## src/rtl/sftx_pkg.sv

```systemverilog
// Shared constants and types for the serial frame transmitter.
// Assumes a data word of at most eight bits and at most two stop bits.
package sftx_pkg;
    localparam int DATA_MAX  = 8;
    localparam int FRAME_MAX = 1 + DATA_MAX + 1 + 2;
    localparam int LEN_W     = $clog2(FRAME_MAX + 1);

    typedef enum logic [1:0] {
        PAR_NONE  = 2'b00,
        PAR_EVEN  = 2'b01,
        PAR_ODD   = 2'b10,
        PAR_NONE2 = 2'b11
    } par_mode_e;
endpackage

```

## src/rtl/sftx_baud.sv

```systemverilog
// Bit-period divider. Pulses tick_o on the last cycle of every bit period.
// A period is div_i+1 cycles. restart_i realigns the count to the start of a
// frame. Assumes div_i is held stable by the caller for the whole frame.
module sftx_baud #(
    parameter int DIV_W = 16
) (
    input  logic             clk,
    input  logic             rst_n,
    input  logic             restart_i,
    input  logic             run_i,
    input  logic [DIV_W-1:0] div_i,
    output logic             tick_o
);
    logic [DIV_W-1:0] cnt_q;

    assign tick_o = run_i && (cnt_q == div_i);

    // Count cycles within the current bit period.
    always_ff @(posedge clk) begin
        if (!rst_n) begin
            cnt_q <= '0;
        end else if (restart_i) begin
            cnt_q <= '0;
        end else if (run_i) begin
            cnt_q <= (cnt_q == div_i) ? '0 : cnt_q + 1'b1;
        end
    end
endmodule

```

## src/rtl/sftx_framer.sv

```systemverilog
// Combinational frame builder. Places start, data (LSB first), optional
// parity and stop bits into a vector whose bit 0 is sent first. Unused upper
// positions are 1. Assumes the caller loads the result on the accepting edge.
module sftx_framer
    import sftx_pkg::*;
(
    input  logic [DATA_MAX-1:0]  data_i,
    input  logic                 seven_i,
    input  logic [1:0]           par_i,
    input  logic                 two_stop_i,
    output logic [FRAME_MAX-1:0] bits_o,
    output logic [LEN_W-1:0]     len_o
);
    logic [DATA_MAX-1:0] mask;
    logic                even_bit;
    logic                has_par;
    int                  ndata;

    // Build the frame vector and its length.
    always_comb begin
        ndata    = seven_i ? DATA_MAX - 1 : DATA_MAX;
        mask     = seven_i ? {1'b0, {(DATA_MAX-1){1'b1}}} : {DATA_MAX{1'b1}};
        even_bit = ^(data_i & mask);
        has_par  = (par_i == PAR_EVEN) || (par_i == PAR_ODD);
        bits_o   = '1;
        bits_o[0] = 1'b0;
        for (int i = 0; i < DATA_MAX; i++) begin
            if (i < ndata) bits_o[1 + i] = data_i[i];
        end
        if (has_par) bits_o[1 + ndata] = (par_i == PAR_ODD) ? ~even_bit : even_bit;
        len_o = LEN_W'(1 + ndata + (has_par ? 1 : 0) + (two_stop_i ? 2 : 1));
    end
endmodule

```

## src/rtl/sftx_seq.sv

```systemverilog
// Frame sequencer. Holds the frame in a shift register and drives bit 0 of it
// onto the line. Shifts once per bit tick and counts down the remaining bits.
// Assumes load_i is only raised while idle.
module sftx_seq
    import sftx_pkg::*;
(
    input  logic                 clk,
    input  logic                 rst_n,
    input  logic                 load_i,
    input  logic [FRAME_MAX-1:0] bits_i,
    input  logic [LEN_W-1:0]     len_i,
    input  logic                 tick_i,
    output logic                 line_o,
    output logic                 busy_o
);
    logic [FRAME_MAX-1:0] shreg_q;
    logic [LEN_W-1:0]     left_q;
    logic                 busy_q;

    assign line_o = shreg_q[0];
    assign busy_o = busy_q;

    // Load a new frame, or step to the next bit at each tick.
    always_ff @(posedge clk) begin
        if (!rst_n) begin
            shreg_q <= '1;
            left_q  <= '0;
            busy_q  <= 1'b0;
        end else if (load_i) begin
            shreg_q <= bits_i;
            left_q  <= len_i;
            busy_q  <= 1'b1;
        end else if (busy_q && tick_i) begin
            shreg_q <= {1'b1, shreg_q[FRAME_MAX-1:1]};
            left_q  <= left_q - 1'b1;
            if (left_q == LEN_W'(1)) busy_q <= 1'b0;
        end
    end
endmodule

```

## src/rtl/serial_frame_tx.sv

```systemverilog
// Top level of the configurable serial transmitter. Accepts a word on a
// valid/ready handshake, gated by the optional far-end ready, and captures
// the format and the divisor for the frame. Assumes all inputs are
// synchronous to clk.
module serial_frame_tx
    import sftx_pkg::*;
#(
    parameter int DIV_W = 16
) (
    input  logic                clk,
    input  logic                rst_n,
    input  logic [DIV_W-1:0]    div_i,
    input  logic                cfg_seven_i,
    input  logic [1:0]          cfg_par_i,
    input  logic                cfg_two_stop_i,
    input  logic                hs_en_i,
    input  logic                cts_i,
    input  logic                in_valid_i,
    input  logic [DATA_MAX-1:0] in_data_i,
    output logic                in_ready_o,
    output logic                txd_o,
    output logic                busy_o
);
    logic                 accept;
    logic                 bit_tick;
    logic                 busy;
    logic [DIV_W-1:0]     div_q;
    logic [FRAME_MAX-1:0] frame_bits;
    logic [LEN_W-1:0]     frame_len;

    assign in_ready_o = !busy && (!hs_en_i || cts_i);
    assign accept     = in_valid_i && in_ready_o;
    assign busy_o     = busy;

    // Capture the divisor when a frame starts.
    always_ff @(posedge clk) begin
        if (!rst_n)      div_q <= '0;
        else if (accept) div_q <= div_i;
    end

    sftx_framer u_framer (
        .data_i     (in_data_i),
        .seven_i    (cfg_seven_i),
        .par_i      (cfg_par_i),
        .two_stop_i (cfg_two_stop_i),
        .bits_o     (frame_bits),
        .len_o      (frame_len)
    );

    sftx_baud #(.DIV_W(DIV_W)) u_baud (
        .clk       (clk),
        .rst_n     (rst_n),
        .restart_i (accept),
        .run_i     (busy),
        .div_i     (div_q),
        .tick_o    (bit_tick)
    );

    sftx_seq u_seq (
        .clk    (clk),
        .rst_n  (rst_n),
        .load_i (accept),
        .bits_i (frame_bits),
        .len_i  (frame_len),
        .tick_i (bit_tick),
        .line_o (txd_o),
        .busy_o (busy)
    );
endmodule

```

## config.mk

```make
export PLATFORM = sky130hd
export DESIGN_NAME = serial_frame_tx
export DESIGN_NICKNAME = d
export VERILOG_FILES = /design/src/rtl/sftx_pkg.sv /design/src/rtl/sftx_baud.sv /design/src/rtl/sftx_framer.sv /design/src/rtl/sftx_seq.sv /design/src/rtl/serial_frame_tx.sv
export SDC_FILE = /design/constraint.sdc
export NUM_CORES = 1
export LEC_CHECK = 0
export BUFFER_PORTS_ARGS = -buffer_cell sky130_fd_sc_hd__buf_2
export CAP_MARGIN = 20
export CORE_MARGIN = 4
export CORE_UTILIZATION = 45
export DETAILED_ROUTE_END_ITERATION = 12
export GPL_TIMING_DRIVEN = 0
export MAX_ROUTING_LAYER = met4
export SYNTH_ARGS = -nofsm -noshare
export SYNTH_HDL_FRONTEND = slang
export SYNTH_HIERARCHICAL = 1
export SYNTH_SLANG_ARGS = --single-unit
```

## constraint.sdc

```tcl
create_clock -name clk -period 3.3 [get_ports clk]
set_input_delay 0.33 -clock clk [delete_from_list [all_inputs] [get_ports clk]]
set_output_delay 0.33 -clock clk [all_outputs]
set_load 0.02 [all_outputs]
```

==> results by group <==
Pwr
  • Max VDD drop: ~290 µV
  • Power Density: approximately 400 nW/µm²
  • Sequential power share: 0.535
  • Clk pwr share: 0.286
  • NetSw: roughly 340 µW
  • Comb power frac: 0.179
  • Internal power: 871 µW
  • Static leakage: 0.00128 µW
  • Sw frac: 0.278

Floorplan
  • # rows: 27
  • Core box area: roughly 5600 µm²
  • Die H: roughly 85 µm
  • Ports: 36
  • Die width: about 85 µm
  • Initial core utilization: 0.470
  • Full die area: just over 7000 µm²

STA
  • Final Cycle Share: 0.850
  • Final setup fails: 0
  • Setup TNS Final: 0 ns
  • Fin. Hold Viols: 0
  • Final Slew Violations: 0
  • Final worst slack: between 0.4 and 0.5 ns
  • Slew HR: 0.542
  • Worst slew pin tran: approximately 0.7 ns
  • Fmax: between 300 and 400 MHz
  • Setup Skew: between 0.005 and 0.006 ns
  • Fin crit period: around 2.8 ns
  • RSZ-0062 raised after global routing: false

Routing
  • Final ANT Viol Nets: 0
  • 1st-pass router iterations: 4
  • 1st-iter DRT viols: 71
  • Final wirelength: 5510 µm
  • Vias per Instance: approximately 5
  • DRC viols: 0
  • Drt wl/cell: 13.0 µm
  • Via count: approximately 2100

CTS
  • Post-cts hold buffer count: 0
  • Number of setup buffers added after CTS: 0
  • H-tree depth: 2
  • Clock Sinks: ~50
  • Reg clk slew, reported paths: about 0.090 ns
  • CTS tree: built
  • Clock Latency Late Sink: around 0.30 ns
  • Post-CTS Resized: 0
  • CTS root buf: clkbuf_8
  • Max Buffers Root-to-Sink: 2
  • Clock buffer count from CTS: 5

Yosys
  • Synth top area cells: dfxtp_1, xnor2_1, mux2i_1, nand2_1, xor2_1
  • Syn Area/Cell: ~8.6 µm²
  • Area leader, netlist: dfxtp_1
  • Post-synth EDFFs: 0
  • Post-Syn Instances: 305
  • Synth warn: 6
  • Number of synthesized register bits: just under 50
  • Synth async-reset ratio: 0
  • Sequential cell area fraction in the yosys report: 0.372
  • Netlist cell types: 40
  • Count leader, synth: dfxtp_1
  • Top FF cell, synth: dfxtp_1
  • Post-synth top cells: dfxtp_1, nand2_1, nor2_1, xnor2_1, mux2i_1
  • Area share of the largest cell type after synthesis: 0.372
  • Netlist Area Pre-Place: approximately 2600 µm²

Worst setup path
  • CP Launch Type: flip-flop
  • Worst Path Max Fanout: 12
  • Worst Setup End Kind: flip-flop
  • WP data required: 3.47 ns
  • Arr. time, crit path: 2.98 ns
  • Setup Crit Path Kind: reg2reg

Global route
  • Global route overflow: 0
  • Largest net degree at the start of global routing: 15
  • Vias in the first global route: between 1500 and 2000
  • First-pass GRT wire length: about 9400 µm
  • GRT Total Usage: 0.163
  • Initial antenna violation count: 0

Place
  • Detailed placement HPWL: approximately 4100 µm
  • GP Congestion: 0.808
  • Pre-CTS setup slack: roughly 0.52 ns
  • Port Buf Inserts: 35

Min path
  • Hold Crit Class: in2reg

Final layout
  • Syn-to-layout area delta: 13.7%
  • Util after Layout: 0.534
  • Layout cells sized above 1: 0.185
  • Antenna diode count: 0
  • Final nets: roughly 390
  • Fillers: between 500 and 600

Job
  • Max cap viols: 0

Status
  • Status: finished, final reports clean
==> power groups by stage <==
| stage | combinational (µW) | clock, µW | sequential [µW] |
|---|---|---|---|
| after floorplan | 157 | 0 | 654 |
| after detailed placement | 216 | 0 | 659 |
| after global placement | 212 | 0 | 659 |
| after global routing | 240 | 374 | 650 |
| after CTS | 217 | 357 | 646 |
| final | 216 | 345 | 646 |
==> registers in the layout (all words and copies together) (netlist names) <==
signal	count
u_seq/shreg_q	12
u_baud/cnt_q	16
u_seq/busy_o	1
u_seq/left_q	4
div_q	16
==> path summary, 6_finish.rpt <==
check	startpoint	depth (start not counted)	endpoint	slack (ns)
setup / recovery	u_seq/busy_o	8	u_seq/shreg_q[7]	0.50
hold / removal	div_i[5]	3	div_q[5]	0.27
setup reg to reg	u_seq/busy_o	8	u_seq/shreg_q[7]	0.50
hold reg to reg	div_q[2]	2	div_q[2]	0.47
==> kinds of logic after synthesis <==
family | share of synthesized area
and+or+nand+nor | 0.214
DFF | 0.372
xor gates and xnor gates | 0.133
AOI/OAI and AO/OA | 0.0982
buffers and inverters | 0.0807
muxes | 0.0683
adders and majority gates | 0.0313
other | 0.00285
==> final cells by class <==
| class | count | area (µm²) | share of cell area |
|---|---|---|---|
| inverters | 8 | 30.0 | 0.0100 |
| well taps | 72 | 90.1 | 0.0301 |
| clock buffers | 6 | 72.6 | 0.0242 |
| repair buffers | 36 | 180 | 0.0601 |
| plain buffers | 27 | 183 | 0.0610 |
| clock inverters | 2 | 10.0 | 0.00334 |
| multi-input cells | 223 | 1450 | 0.484 |
| flip-flops and latches | 49 | 981 | 0.327 |
==> through the flow <==
| stage | total power, µW | instance area [µm²] | hold WS (ns) | cells |
|---|---|---|---|---|
| 5_1_grt | 1260 | 3000 | 0.254 | 423 |
| 3_5_place_dp | 876 | 2910 | 0.464 | 415 |
| 2_1_floorplan | 811 | 2640 | 0.406 | 307 |
| 3_3_place_gp | 872 | 2910 | 0.458 | 414 |
| 6_report | 1210 | 3000 | 0.266 | 423 |
| 4_1_cts | 1220 | 3000 | 0.255 | 423 |
==> layout by cell type (no fill, tap or decap), types with 2 or more instances in the layout <==
master    instances
xor2_1           17
a21boi_0          2
clkbuf_2          2
nor2b_1           4
clkbuf_1          9
buf_6             3
inv_1             8
nand3_1           5
nand2b_1          2
mux2i_1          18
clkinv_2          2
conb_1            4
o21ai_0          12
clkbuf_8          5
and3_1           13
dfxtp_1          49
buf_2            38
nor2_1           30
nand2_1          43
nor3_1            5
xnor2_1          23
nand4_1           8
nor4_1            5
buf_4            10
ha_1              5
a211oi_1         12
a21oi_1           2
==> per-layer routing <==
metal | up-vias | share of wire | track usage
met1 | 972 | 0.54 | 0.238
met3 | 2 | 0.027 | 0.0304
met2 | 24 | 0.43 | 0.235
met4 | 0 | 0.0035 | 0.0345
met5 | - | 0 | -
li1 | 1104 | - | -
==> worst max-delay path: stages, from the launching register on <==
cell      delay, ns
dfxtp_1        0.64
clkbuf_1       0.34
nand2_1        0.18
nor4_1         0.55
buf_2          0.27
nand2_2        0.10
buf_2          0.23
a211oi_1       0.27
o21ai_1        0.09
Power figures use the tool's default switching activity.
